--- config.mk ---
export PLATFORM = sky130hd
export DESIGN_NAME = vmaint_gen
export DESIGN_NICKNAME = d
export VERILOG_FILES = /design/src/rtl/vmaint_pkg.sv /design/src/rtl/vmaint_ctrl_reg.sv /design/src/rtl/vmaint_entry_stats.sv /design/src/rtl/vmaint_irq_merge.sv /design/src/rtl/vmaint_gen.sv
export SDC_FILE = /design/constraint.sdc
export NUM_CORES = 1
export LEC_CHECK = 0
export BUFFER_PORTS_ARGS = -buffer_cell sky130_fd_sc_hd__buf_2
export CAP_MARGIN = 30
export CELL_PAD_IN_SITES_DETAIL_PLACEMENT = 1
export CELL_PAD_IN_SITES_GLOBAL_PLACEMENT = 1
export CORE_ASPECT_RATIO = 2
export CORE_MARGIN = 3
export CORE_UTILIZATION = 23
export CTS_BUF_LIST = sky130_fd_sc_hd__clkbuf_8
export CTS_CLUSTER_DIAMETER = 200
export DETAILED_ROUTE_END_ITERATION = 8
export MAX_ROUTING_LAYER = met4
export PLACE_DENSITY_LB_ADDON = 0.1
export SLEW_MARGIN = 5
export SYNTH_ARGS = -nofsm -noshare
export SYNTH_HDL_FRONTEND = slang
export SYNTH_SLANG_ARGS = --single-unit
--- constraint.sdc ---
create_clock -name clk -period 3.7 [get_ports clk]
set_input_delay 0.37 -clock clk [delete_from_list [all_inputs] [get_ports clk]]
set_output_delay 0.37 -clock clk [all_outputs]
set_load 0.02 [all_outputs]
--- src/rtl/vmaint_pkg.sv ---
package vmaint_pkg;
  localparam int unsigned CTRL_W  = 32;
  localparam int unsigned CNT_W   = 5;
  localparam int unsigned CNT_LSB = 27;
  localparam int unsigned CNT_MSB = CNT_LSB + CNT_W - 1;

  // control bit positions
  localparam int unsigned B_EN        = 0;
  localparam int unsigned B_UNDERFLOW = 1;
  localparam int unsigned B_CNT_NZ    = 2;
  localparam int unsigned B_NOPEND    = 3;
  localparam int unsigned B_G0_ON     = 4;
  localparam int unsigned B_G0_OFF    = 5;
  localparam int unsigned B_G1_ON     = 6;
  localparam int unsigned B_G1_OFF    = 7;
  localparam int unsigned B_TRAP_CMN  = 10;
  localparam int unsigned B_TRAP_G0   = 11;
  localparam int unsigned B_TRAP_G1   = 12;
  localparam int unsigned B_TRAP_DEAC = 14;

  // storable bits: count, four trap bits, eight interrupt controls
  localparam logic [CTRL_W-1:0] WR_MASK = 32'hF800_5CFF;

  typedef struct packed {
    logic underflow;
    logic cnt_nz;
    logic nopend;
    logic g0_on;
    logic g0_off;
    logic g1_on;
    logic g1_off;
  } cond_t;

  function automatic logic [CNT_W-1:0] sat_inc(input logic [CNT_W-1:0] c);
    return (&c) ? c : c + CNT_W'(1);
  endfunction

  function automatic logic [CTRL_W-1:0] masked_write(input logic [CTRL_W-1:0] d);
    return d & WR_MASK;
  endfunction
endpackage

--- src/rtl/vmaint_ctrl_reg.sv ---
module vmaint_ctrl_reg
  import vmaint_pkg::*;
(
  input  logic              clk,
  input  logic              rst_n,
  input  logic              wr_en,
  input  logic [CTRL_W-1:0] wr_data,
  input  logic              deact_pulse,
  output logic [CTRL_W-1:0] ctrl_q,
  output logic              cnt_bump,
  output logic              cnt_at_max
);
  logic [CNT_W-1:0] cnt_cur;

  assign cnt_cur    = ctrl_q[CNT_MSB:CNT_LSB];
  assign cnt_at_max = &cnt_cur;
  // a pulse only counts when no write owns the field this cycle
  assign cnt_bump   = deact_pulse && !wr_en;

  always_ff @(posedge clk) begin
    if (!rst_n) begin
      ctrl_q <= '0;
    end else if (wr_en) begin
      ctrl_q <= masked_write(wr_data);
    end else if (cnt_bump) begin
      ctrl_q[CNT_MSB:CNT_LSB] <= sat_inc(cnt_cur);
    end
  end
endmodule

--- src/rtl/vmaint_entry_stats.sv ---
module vmaint_entry_stats #(
  parameter int unsigned N_ENTRIES = 4,
  localparam int unsigned CW = $clog2(N_ENTRIES + 1)
) (
  input  logic [N_ENTRIES-1:0] entry_valid,
  input  logic [N_ENTRIES-1:0] entry_pending,
  output logic [CW-1:0]        valid_cnt,
  output logic                 few_valid,
  output logic                 none_pending
);
  always_comb begin
    valid_cnt = '0;
    for (int i = 0; i < int'(N_ENTRIES); i++) begin
      valid_cnt = valid_cnt + CW'(entry_valid[i]);
    end
  end

  assign few_valid    = (valid_cnt <= CW'(1));
  assign none_pending = ~|entry_pending;
endmodule

--- src/rtl/vmaint_irq_merge.sv ---
module vmaint_irq_merge
  import vmaint_pkg::*;
(
  input  logic              clk,
  input  logic              rst_n,
  input  logic [CTRL_W-1:0] ctrl_q,
  input  logic              few_valid,
  input  logic              none_pending,
  input  logic              vgrp0_en,
  input  logic              vgrp1_en,
  output cond_t             hits,
  output logic              irq_next,
  output logic              maint_irq
);
  logic cnt_nonzero;
  assign cnt_nonzero = |ctrl_q[CNT_MSB:CNT_LSB];

  always_comb begin
    hits.underflow = ctrl_q[B_UNDERFLOW] && few_valid;
    hits.cnt_nz    = ctrl_q[B_CNT_NZ]    && cnt_nonzero;
    hits.nopend    = ctrl_q[B_NOPEND]    && none_pending;
    hits.g0_on     = ctrl_q[B_G0_ON]     &&  vgrp0_en;
    hits.g0_off    = ctrl_q[B_G0_OFF]    && !vgrp0_en;
    hits.g1_on     = ctrl_q[B_G1_ON]     &&  vgrp1_en;
    hits.g1_off    = ctrl_q[B_G1_OFF]    && !vgrp1_en;
  end

  assign irq_next = ctrl_q[B_EN] && (|hits);

  always_ff @(posedge clk) begin
    if (!rst_n) maint_irq <= 1'b0;
    else        maint_irq <= irq_next;
  end
endmodule

--- src/rtl/vmaint_gen.sv ---
module vmaint_gen
  import vmaint_pkg::*;
#(
  parameter int unsigned N_ENTRIES = 4
) (
  input  logic                 clk,
  input  logic                 rst_n,
  input  logic                 wr_en,
  input  logic [31:0]          wr_data,
  output logic [31:0]          rd_data,
  input  logic [N_ENTRIES-1:0] entry_valid,
  input  logic [N_ENTRIES-1:0] entry_pending,
  input  logic                 vgrp0_en,
  input  logic                 vgrp1_en,
  input  logic                 deact_pulse,
  output logic                 maint_irq,
  output logic                 trap_common,
  output logic                 trap_grp0,
  output logic                 trap_grp1,
  output logic                 trap_deact
);
  localparam int unsigned CW = $clog2(N_ENTRIES + 1);

  logic [CTRL_W-1:0] ctrl_q;
  logic              cnt_bump;
  logic              cnt_at_max;
  logic [CW-1:0]     valid_cnt;
  logic              few_valid;
  logic              none_pending;
  cond_t             hits;
  logic              irq_next;

  vmaint_ctrl_reg u_reg (
    .clk         (clk),
    .rst_n       (rst_n),
    .wr_en       (wr_en),
    .wr_data     (wr_data),
    .deact_pulse (deact_pulse),
    .ctrl_q      (ctrl_q),
    .cnt_bump    (cnt_bump),
    .cnt_at_max  (cnt_at_max)
  );

  vmaint_entry_stats #(.N_ENTRIES(N_ENTRIES)) u_stats (
    .entry_valid   (entry_valid),
    .entry_pending (entry_pending),
    .valid_cnt     (valid_cnt),
    .few_valid     (few_valid),
    .none_pending  (none_pending)
  );

  vmaint_irq_merge u_merge (
    .clk          (clk),
    .rst_n        (rst_n),
    .ctrl_q       (ctrl_q),
    .few_valid    (few_valid),
    .none_pending (none_pending),
    .vgrp0_en     (vgrp0_en),
    .vgrp1_en     (vgrp1_en),
    .hits         (hits),
    .irq_next     (irq_next),
    .maint_irq    (maint_irq)
  );

  assign rd_data     = ctrl_q;
  assign trap_common = ctrl_q[B_TRAP_CMN];
  assign trap_grp0   = ctrl_q[B_TRAP_G0];
  assign trap_grp1   = ctrl_q[B_TRAP_G1];
  assign trap_deact  = ctrl_q[B_TRAP_DEAC];
endmodule

Yosys cells after proc, flatten, opt, wreduce, memory -nomap -nowiden:

Index checks and enable logic that the tools add are counted.

* bits in registers: 18
* input port bits: 46
* output and inout port bits: 37
* word-level logic and storage cells: 31

* $add $sub $neg: 4
* magnitude comparators: 1
* eq/ne operators: 1
* multiplexer cells: 3
* reductions and logical operators: 19

Operators by type and width (count)
* $mux 5: 3
* $logic_and 1x1->1: 9
* $reduce_or 7->1: 1
* $add 3x1->3: 2
* $add 5x1->5 const B: 1
* $reduce_and 5->1: 1
* $reduce_or 5->1: 1
* $logic_not 1->1: 4
* $reduce_or 4->1: 1
* $le 3x1->1 const B: 1
* $add 1x1->2: 1
* $ne 2x2->1 const B: 1
* $reduce_and 2->1: 1
* $reduce_bool 2->1: 1

Logic depth before layout (Yosys ltp):

Gate-level depths: netlist of run 1.

* depth after elaboration: 7
* depth in mapped cells: 7
* depth with buffers taken out: 7

By module:

From an unflattened synthesis of run 1, not the netlist that was laid out.

* cell total of the unflattened synthesis: 120
* area, all modules: 1124.8 sq um

By module, submodules not included
* vmaint_ctrl_reg: times used 1, cells an instance 85, area an instance 862.1 sq um, sequential area each 340.3 sq um
* vmaint_entry_stats: times used 1, cells an instance 15, area an instance 121.4 sq um, sequential area each 0.0 sq um
* vmaint_irq_merge: times used 1, cells an instance 16, area an instance 111.4 sq um, sequential area each 20.0 sq um
* vmaint_gen: times used 1, cells an instance 4, area an instance 30.0 sq um, sequential area each 0.0 sq um

Worst setup path after synthesis of run 1:

Ideal clock, no wire load.

* path type: in2reg
* start point: input port entry_valid[0]
* end point: register u_merge.maint_irq
* library setup time: 74 ps
* arrival time: 1787 ps
* data required time: 3626 ps
* path slack: 1839 ps
* cell stages on the path: 7
* buffers on the path: 0
* cells stage by stage: ha_1 > fa_1 > inv_1 > ha_1 > nor4bb_1 > a31oi_1 > a31oi_1

* longest elaborated chain between the ends: 7

RTL lines
* start, declared: line vmaint_gen.sv:11 `input logic [N_ENTRIES-1:0] entry_valid,`
* $add 1x1->2: line vmaint_entry_stats.sv:14 `valid_cnt = valid_cnt + CW'(entry_valid[i]);`
* $add 3x1->3 (2 in series): line vmaint_entry_stats.sv:14
* $le 3x1->1: line vmaint_entry_stats.sv:18 `assign few_valid = (valid_cnt <= CW'(1));`
* $logic_and 1x1->1: line vmaint_irq_merge.sv:19 `hits.underflow = ctrl_q[B_UNDERFLOW] && few_valid;`
* $reduce_or 7->1: line vmaint_irq_merge.sv:28 `assign irq_next = ctrl_q[B_EN] && (|hits);`
* $logic_and 1x1->1: line vmaint_irq_merge.sv:28
* end signal, assigned: line vmaint_irq_merge.sv:32 `else maint_irq <= irq_next;`
* end, declared: line vmaint_irq_merge.sv:13 `output logic maint_irq`

Every way passes these cells.
A chain may end at the register's enable or synchronous reset.

Worst setup path after layout of run 1:

Same ends and word-level chain as after synthesis.

==> results of run 1 <==
==> through the flow <==
stage / cell area [um^2] / utilization (%) / worst slack, ps
final: 1310 / 31.0 / 1830
after global routing: 1310 / 31.0 / 1660
after CTS: 1310 / 31.0 / 1800
after detailed placement: 1250 / 29.7 / 1530
after global placement: 1250 / 29.7 / 1670
after floorplan: 1090 / - / 1840
==> state kept, by name (all words and copies together) (netlist names) <==
register,cells
u_merge.maint_irq,1
u_reg.ctrl_q,17
==> worst max-delay path by stage <==
stage,endpoint,slack (ps),depth (start not counted)
finish,u_merge.maint_irq,1830,8
global placement,u_merge.maint_irq,1670,8
floorplan,u_merge.maint_irq,1840,7
global route,u_merge.maint_irq,1660,8
detailed placement,u_merge.maint_irq,1530,8
CTS,u_merge.maint_irq,1800,8
==> cells in the final DEF, fill, tap and decap left out, drive strengths merged, types with 3 or more instances in the layout <==
master | synthesis | routed
buf | 21 | 52
o21ai | 3 | 3
a31oi | 3 | 3
clkbuf | 2 | 4
ha | 7 | 7
mux2i | 14 | 14
dfxtp | 18 | 18
a211oi | 3 | 3
nor2 | 13 | 13
inv | 7 | 7
conb | 1 | 15
==> power groups by stage <==
| stage | sequential, W | clock (W) | combinational (W) |
|---|---|---|---|
| after global placement | 0.000222 | 0 | 0.000112 |
| after detailed placement | 0.000223 | 0 | 0.000115 |
| final | 0.000218 | 0.000161 | 0.000112 |
| after global routing | 0.000220 | 0.000177 | 0.000126 |
| after floorplan | 0.000235 | 0 | 0.0000737 |
| after CTS | 0.000218 | 0.000171 | 0.000115 |
==> area by class of cell <==
class	count	area, um^2	share of cell area (%)
sequential	18	360	27.6
tap	52	65.1	4.98
timing repair buffer	52	260	19.9
inverter	7	26.3	2.01
clock buffer	4	55.1	4.21
multi-input combinational	77	541	41.3
==> cells by family (layout without fill, tap and decap cells) <==
family	after synthesis	in the layout	synth area share, %
AOI/OAI and AO/OA	12	12	7.73
xor gates and xnor gates	2	2	1.69
adders and majority gates	8	8	10.4
buffers and inverters	30	63	18.1
DFF	18	18	34.8
muxes	16	16	15.7
other	1	15	0.362
and+or+nand+nor	24	24	11.2
==> tightest hold or removal path, cell delays in order <==
cell and delay [ps]:
buf_2 70, mux2i_1 50, nor2_1 70
==> layer usage <==
layer	up-vias	part of all wire, %	GRT usage, %
li1	431	-	-
met4	0	2.5	5.91
met1	413	34	11.1
met2	40	57	20.4
met5	-	0	-
met3	5	6.5	1.93
==> synthesized netlist by cell type (all sizes together) <==
library cell / number / share of area, %
a211oi: 3 / 2.2
a21oi: 1 / 0.48
a31oi: 3 / 1.8
and3: 1 / 0.60
buf: 21 / 15
clkbuf: 2 / 0.84
conb: 1 / 0.36
dfxtp: 18 / 35
fa: 1 / 1.9
ha: 7 / 8.5
inv: 7 / 2.5
mux2: 2 / 2.2
mux2i: 14 / 14
nand2: 2 / 0.72
nand2b: 2 / 1.2
nand3: 1 / 0.48
nand3b: 1 / 0.72
nor2: 13 / 4.7
nor2b: 1 / 0.60
nor4: 1 / 0.60
nor4bb: 1 / 0.97
o211a: 1 / 0.97
o21ai: 3 / 1.4
o41ai: 1 / 0.85
or3: 1 / 0.60
xnor2: 1 / 0.85
xor2: 1 / 0.85
==> flow_metrics.py, run 1 <==
metrics = {
    "status": {
        "outcome": "complete, no violations",
    },
    "detailed_routing": {
        "wl_per_cell_um": 13.1,
        "first_pass_iters": 2,
        "drc": 0,
        "drtIter0Drc": 2,
        "final_antenna_net_count": 0,
        "vias": 889,
        "drt_wl_total_um": 2760,
        "drt-vias-per-instance": 4.23,
    },
    "timing": {
        "finalSetupViolations": 0,
        "rsz0062_at_grt": "no",
        "final_max_slew_viol_count": 0,
        "fin_skew_ps": 1.10,
        "period_share_pct": 50.4,
        "setup_tns_ps": 0,
        "fin_crit_ps": 1870,
        "timing.fmax_ghz": 0.536,
        "fin_hold_ws_ps": 350,
        "hold_viol_final": 0,
    },
    "worst_setup_path": {
        "rr_startpoint": "u_reg.ctrl_q[27]",
        "reg2reg_slack_ps": 1880,
        "crit_fanout": 2,
        "path_class": "in -> reg",
        "crit_chain": "buf_2 -> ha_1 -> fa_1 -> inv_1 -> ha_1 -> nor4bb_1 -> a31oi_1 -> a31oi_1",
        "rr_worst_depth": 6,
        "worstPathRequired_ps": 3880,
        "slowest_stage": "fa_1",
        "crit_path_start": "entry_valid[0]",
        "cp-start-kind": "primary input",
        "crit_arrival_ps": 2050,
        "timing.rr.end": "u_reg.ctrl_q[30]",
        "critPathCaptureType": "flip-flop",
        "max_stage_delay_ps": 410,
        "path_buf_inv": 2,
        "path_delay_family": "adder cells",
    },
    "floorplanning": {
        "core_region_area_mm2": 0.00421,
        "row_count": 33,
        "die_area_mm2": 0.00539,
        "die_x_um": 53.5,
        "die_h_um": 101,
        "ios": 83,
        "start_util_pct": 24.6,
    },
    "logic_synthesis": {
        "yosysWarnings": 0,
        "seq_area_frac_synth_pct": 34.8,
        "synth_cell_types": 29,
        "syn_area_mm2": 0.00104,
        "yosys_register_bits": 18,
        "syn_inst": 111,
        "syn_avg_cell_area_um2": 9.33,
    },
    "pwr": {
        "power_frac_seq_pct": 44.4,
        "swShare_pct": 29.8,
        "internal_power_w": 0.000345,
        "powerDensity_mw_per_mm2": 376,
        "power.leakage_nw": 0.713,
        "clkPwrFrac_pct": 32.8,
        "p_total_w": 0.000491,
        "p_comb_share_pct": 22.8,
        "vdd_drop_max_mv": 0.154,
        "switchingPower_w": 0.000146,
    },
    "finish": {
        "area_delta_synth_final_pct": 26.2,
        "drive_above_1_share_pct": 36.7,
        "fillers": 543,
        "nets": 213,
        "diodes": 0,
        "layout.cells.non_filler": 210,
    },
    "clock_tree": {
        "cts_sinks": 18,
        "insertion_delay_ps": 250,
        "clkTransAtPathRegs_ps": 70,
        "ctsResizeCount": 0,
        "cts_buffers": 3,
        "cts_tree": "done",
        "cts_setup_buffers": 0,
        "clockBufferDepth": 2,
        "clockRootBuffer": "clkbuf_8",
        "hold_buffers": 0,
        "cts_max_level": 1,
    },
    "global_route": {
        "grt_usage_pct": 11.4,
        "grt_pass1_vias": 939,
        "grt_overflow": 0,
        "grt_max_degree": 16,
        "grt_first_pass_wirelength_um": 4400,
        "antenna_found_initial": 0,
    },
    "place": {
        "place.gp.congestion": 0.688,
        "io_buffers": 52,
        "dp_hpwl_um": 2310,
        "dp_cells": 206,
    },
    "worst_hold_path": {
        "holdPathStages": 3,
        "hold_path.class": "in -> reg",
        "min_to": "u_reg.ctrl_q[11]",
        "hp-start": "wr_data[11]",
    },
    "job": {
        "cap_violations": 0,
    },
}
No activity file was read; power rests on OpenSTA's default activity.
==> run 2: changes to the inputs <==
==> constraint.sdc (replaced) <==
create_clock -name clk -period 1.7 [get_ports clk]
set_input_delay 0.17 -clock clk [delete_from_list [all_inputs] [get_ports clk]]
set_output_delay 0.17 -clock clk [all_outputs]
set_load 0.02 [all_outputs]
==> flow_metrics.py, run 2 (synthesized netlist as in run 1, its figures left out) <==
metrics = {
    "status": {
        "outcome": "complete, no violations",
    },
    "timing": {
        "timing.fmax_ghz": 0.620,
        "fin_hold_ws_ps": 151,
        "final_max_slew_viol_count": 0,
        "period_share_pct": 94.8,
        "finalSetupViolations": 0,
        "setup_tns_ps": 0,
        "fin_skew_ps": 2.09,
        "fin_crit_ps": 1610,
        "hold_viol_final": 0,
    },
    "floorplanning": {
        "die_area_mm2": 0.00539,
        "ios": 83,
        "row_count": 33,
        "core_region_area_mm2": 0.00421,
        "start_util_pct": 24.6,
        "die_x_um": 53.5,
        "die_h_um": 101,
    },
    "worst_setup_path": {
        "cp-start-kind": "primary input",
        "critPathCaptureType": "flip-flop",
        "rr_startpoint": "u_reg.ctrl_q[27]",
        "crit_fanout": 2,
        "crit_arrival_ps": 1790,
        "crit_path_start": "entry_valid[0]",
        "path_class": "in -> reg",
        "worstPathRequired_ps": 1880,
    },
    "finish": {
        "final_area_mm2": 0.00137,
        "drive_above_1_share_pct": 42.3,
        "diodes": 0,
        "nets": 218,
        "layout.cells.non_filler": 215,
        "layout_commonest_cell": "buf_2",
        "final_cell_mix": "52 x buf_2, 16 x dfxtp_1, 15 x conb_1, 14 x mux2i_1, 13 x nor2_1",
        "largestRegisters": "u_reg.ctrl_q: 17 flops, u_merge.maint_irq: 1 flops",
        "largest_register_ffs": 17,
        "regMostFlops": "u_reg.ctrl_q",
        "area_delta_synth_final_pct": 32.1,
    },
    "detailed_routing": {
        "drt_wl_total_um": 2750,
        "route.met3.wl_um": 160,
        "dr.max_layer_used": "met4",
        "first_pass_iters": 4,
        "wl_per_cell_um": 12.8,
        "drtIter0Drc": 16,
        "drc": 0,
        "final_antenna_net_count": 0,
        "wl_met2_um": 1610,
        "vias": 894,
        "drt-vias-per-instance": 4.16,
        "wl_met1_um": 949,
    },
    "clock_tree": {
        "cts_max_level": 1,
        "cts_tree": "done",
        "cts_setup_buffers": 0,
        "clockBufferDepth": 2,
        "clockRootBuffer": "clkbuf_8",
        "hold_buffers": 0,
        "cts_sinks": 18,
        "insertion_delay_ps": 250,
        "cts_buffers": 3,
        "clkTransAtPathRegs_ps": 70,
    },
    "global_route": {
        "antenna_found_initial": 0,
        "grt_first_pass_wirelength_um": 4290,
        "grt_overflow": 0,
        "grt_usage_pct": 11.2,
        "grt_pass1_vias": 968,
        "grt_max_degree": 14,
    },
    "worst_hold_path": {
        "hold_path.class": "in -> reg",
        "hp-start": "wr_data[5]",
    },
    "pwr": {
        "switchingPower_w": 0.000322,
        "p_comb_share_pct": 24.3,
        "power.leakage_nw": 0.735,
        "clkPwrFrac_pct": 32.3,
        "vdd_drop_max_mv": 0.405,
        "internal_power_w": 0.000763,
        "power_frac_seq_pct": 43.3,
        "p_total_w": 0.00109,
        "swShare_pct": 29.7,
        "powerDensity_mw_per_mm2": 793,
    },
    "place": {
        "placed_cell_area_mm2": 0.00130,
        "dp_hpwl_um": 2330,
        "io_buffers": 52,
        "place.gp.congestion": 0.720,
        "dp_cells": 211,
    },
    "job": {
        "cap_violations": 0,
    },
}
[run 2: changes by cell type in the layout (fill, tap and decap cells not counted), sizes merged]
cell	delta
buf	+5
[run 2: path summary, 6_finish.rpt]
kind	endpoint	slack, ps	cells past startpoint
setup / recovery	u_merge.maint_irq	90	8
hold / removal	u_reg.ctrl_q[5]	150	3
setup reg to reg	u_reg.ctrl_q[28]	90	7
hold reg to reg	u_merge.maint_irq	480	2
[run 2: timing repair]
| item | in CTS | in global routing |
|---|---|---|
| setup endpoints to repair | 1 | 4 |
| resized for setup | 1 | 2 |
| pin swaps | 1 | 3 |
| gates cloned | 0 | 0 |
[run 2: critical path, cell delays in order]
cell      delay, ps
buf_2           100
ha_1            290
fa_1            400
inv_1            90
ha_1            230
nor4bb_2        280
a31oi_1          60
a31oi_1         160
[run 2: stage by stage]
stage	util [%]	setup WS, ps
global route	32.5	-34.3
global placement	30.8	-130
CTS	32.3	38.9
detailed placement	30.8	-236
finish	32.5	87.6
floorplan	-	0.871
[run 2: per-layer routing]
metal	GRT usage [%]	up-vias
li1	-	440
met4	5.91	0
met1	10.8	424
met2	20.0	28
met3	1.93	2
met5	-	-
[run 2: final cells by class]
class                   count  area (um^2)
well taps                  52         65.1
clock buffers               4         55.1
multi-input cells          77          559
repair buffers             57          298
flip-flops and latches     18          365
fillers                   542         2840
inverters                   7         26.3
[run 2: power groups by stage]
stage	sequential, W	combinational (W)	clock [W]
final	0.000470	0.000264	0.000351
after CTS	0.000471	0.000267	0.000375
after floorplan	0.000513	0.000161	0
after global routing	0.000475	0.000293	0.000390
after global placement	0.000480	0.000258	0
after detailed placement	0.000481	0.000265	0
==> run 3: changes to the inputs <==
--- a/config.mk
+++ b/config.mk
@@ -17,7 +17,6 @@
 export DETAILED_ROUTE_END_ITERATION = 8
 export MAX_ROUTING_LAYER = met4
 export PLACE_DENSITY_LB_ADDON = 0.1
-export SLEW_MARGIN = 5
 export SYNTH_ARGS = -nofsm -noshare
 export SYNTH_HDL_FRONTEND = slang
 export SYNTH_SLANG_ARGS = --single-unit
==> constraint.sdc (replaced) <==
create_clock -name clk -period 1.7 [get_ports clk]
set_input_delay 0.34 -clock clk [delete_from_list [all_inputs] [get_ports clk]]
set_output_delay 0.34 -clock clk [all_outputs]
set_load 0.02 [all_outputs]
==> flow_metrics.py, run 3 (synthesized netlist as in run 1, its figures left out) <==
metrics = {
    "status": {
        "outcome": "complete, no violations",
    },
    "timing": {
        "timing.fmax_ghz": 0.597,
        "finalSetupViolations": 0,
        "fin_crit_ps": 1670,
        "rsz0062_at_grt": "yes",
        "setup_tns_ps": 0,
        "final_max_slew_viol_count": 0,
        "period_share_pct": 98.5,
        "hold_viol_final": 0,
        "fin_skew_ps": 4.21,
    },
    "clock_tree": {
        "cts_sinks": 18,
        "hold_buffers": 0,
        "clkTransAtPathRegs_ps": 70,
        "clockRootBuffer": "clkbuf_8",
        "insertion_delay_ps": 250,
        "clockBufferDepth": 2,
        "cts_max_level": 1,
        "cts_tree": "done",
        "cts_buffers": 3,
    },
    "detailed_routing": {
        "drc": 0,
        "drtIter0Drc": 8,
        "final_antenna_net_count": 0,
        "wl_per_cell_um": 14.5,
        "drt_wl_total_um": 3140,
        "first_pass_iters": 4,
        "drt-vias-per-instance": 4.24,
        "vias": 920,
    },
    "finish": {
        "area_delta_synth_final_pct": 39.5,
        "drive_above_1_share_pct": 47.9,
        "layout_commonest_cell": "buf_2",
        "regMostFlops": "u_reg.ctrl_q",
        "largest_register_ffs": 17,
        "final_area_mm2": 0.00145,
        "largestRegisters": "u_reg.ctrl_q: 17 flops, u_merge.maint_irq: 1 flops",
        "nets": 220,
        "final_cell_mix": "50 x buf_2, 16 x dfxtp_1, 15 x conb_1, 13 x nor2_1, 12 x mux2i_1",
        "diodes": 0,
        "layout.cells.non_filler": 217,
    },
    "worst_setup_path": {
        "path_class": "in -> reg",
        "worstPathRequired_ps": 1880,
        "rr_startpoint": "u_reg.ctrl_q[28]",
        "cp-start-kind": "primary input",
        "crit_fanout": 2,
        "crit_path_start": "entry_valid[1]",
        "critPathCaptureType": "flip-flop",
        "crit_arrival_ps": 1860,
    },
    "place": {
        "place.gp.congestion": 0.669,
        "io_buffers": 52,
        "dp_hpwl_um": 2590,
        "placed_cell_area_mm2": 0.00132,
        "dp_cells": 212,
    },
    "worst_hold_path": {
        "hold_path.class": "in -> reg",
        "hp-start": "wr_data[14]",
    },
    "pwr": {
        "clkPwrFrac_pct": 28.3,
        "switchingPower_w": 0.000341,
        "internal_power_w": 0.000743,
        "vdd_drop_max_mv": 0.270,
        "p_comb_share_pct": 28.3,
        "power.leakage_nw": 0.745,
        "swShare_pct": 31.5,
        "powerDensity_mw_per_mm2": 750,
        "power_frac_seq_pct": 43.5,
    },
    "floorplanning": {
        "ios": 83,
        "start_util_pct": 24.6,
        "die_x_um": 53.5,
        "row_count": 33,
        "die_area_mm2": 0.00539,
        "die_h_um": 101,
        "core_region_area_mm2": 0.00421,
    },
    "job": {
        "cap_violations": 0,
    },
    "global_route": {
        "grt_usage_pct": 12.3,
        "grt_first_pass_wirelength_um": 4660,
        "grt_pass1_vias": 976,
        "antenna_found_initial": 0,
        "grt_max_degree": 15,
        "grt_overflow": 0,
    },
}
-- run 3: cell types whose count changed in the layout (fill, tap and decap cells not counted), sizes merged --
cell | before | now
clkbuf | 4 | 3
buf | 57 | 59
inv | 7 | 8
-- run 3: power by group through the flow --
| stage | clock network [W] | logic [W] | registers, W |
|---|---|---|---|
| 6_report | 0.000306 | 0.000306 | 0.000471 |
| 5_1_grt | 0.000343 | 0.000339 | 0.000476 |
| 4_1_cts | 0.000319 | 0.000281 | 0.000471 |
| 3_5_place_dp | 0 | 0.000278 | 0.000480 |
| 3_3_place_gp | 0 | 0.000267 | 0.000479 |
| 2_1_floorplan | 0 | 0.000165 | 0.000513 |
-- run 3: stage by stage --
step                power (W)  util (%)  worst slack [ps]  hold slack, ps
floorplan            0.000677         -             -8.53             463
global placement     0.000745      31.3              -193             476
detailed placement   0.000758      31.3              -274             485
CTS                   0.00107      32.6             0.128             324
global route          0.00116      34.3             -69.5             329
finish                0.00108      34.3              25.2             325
-- run 3: worst max-delay path, cell delays in order --
cell	delay (ps)
buf_6	100
ha_4	230
fa_2	380
inv_2	90
ha_4	210
nor4bb_4	270
a31oi_1	80
a31oi_1	160
-- run 3: final timing paths --
check | end | slack [ps] | cells past startpoint
max reg2reg | u_reg.ctrl_q[31] | 60 | 7
max | u_merge.maint_irq | 30 | 8
min | u_reg.ctrl_q[14] | 330 | 3
min reg2reg | u_merge.maint_irq | 500 | 2
-- run 3: repair_timing --
action	CTS	global route
pin swaps	4	6
gates resized for setup	1	12
setup buffers	0	1
cloned	0	0
endpoints found under the setup margin	4	3
-- run 3: metal layers --
metal / share of wire [%] / vias to the layer above / global-route usage (%)
li1: - / 446 / -
met1: 31 / 446 / 10.8
met2: 64 / 26 / 24.1
met3: 4.4 / 2 / 2.07
met4: 0.99 / 0 / 4.72
met5: 0 / - / -
-- run 3: layout make-up --
| type | instances | area [um^2] |
|---|---|---|
| inverters | 7 | 26.3 |
| multi-input cells | 77 | 618 |
| well taps | 52 | 65.1 |
| clock buffers | 3 | 41.3 |
| clock inverters | 1 | 3.75 |
| fillers | 525 | 2770 |
| repair buffers | 59 | 325 |
| flip-flops and latches | 18 | 365 |
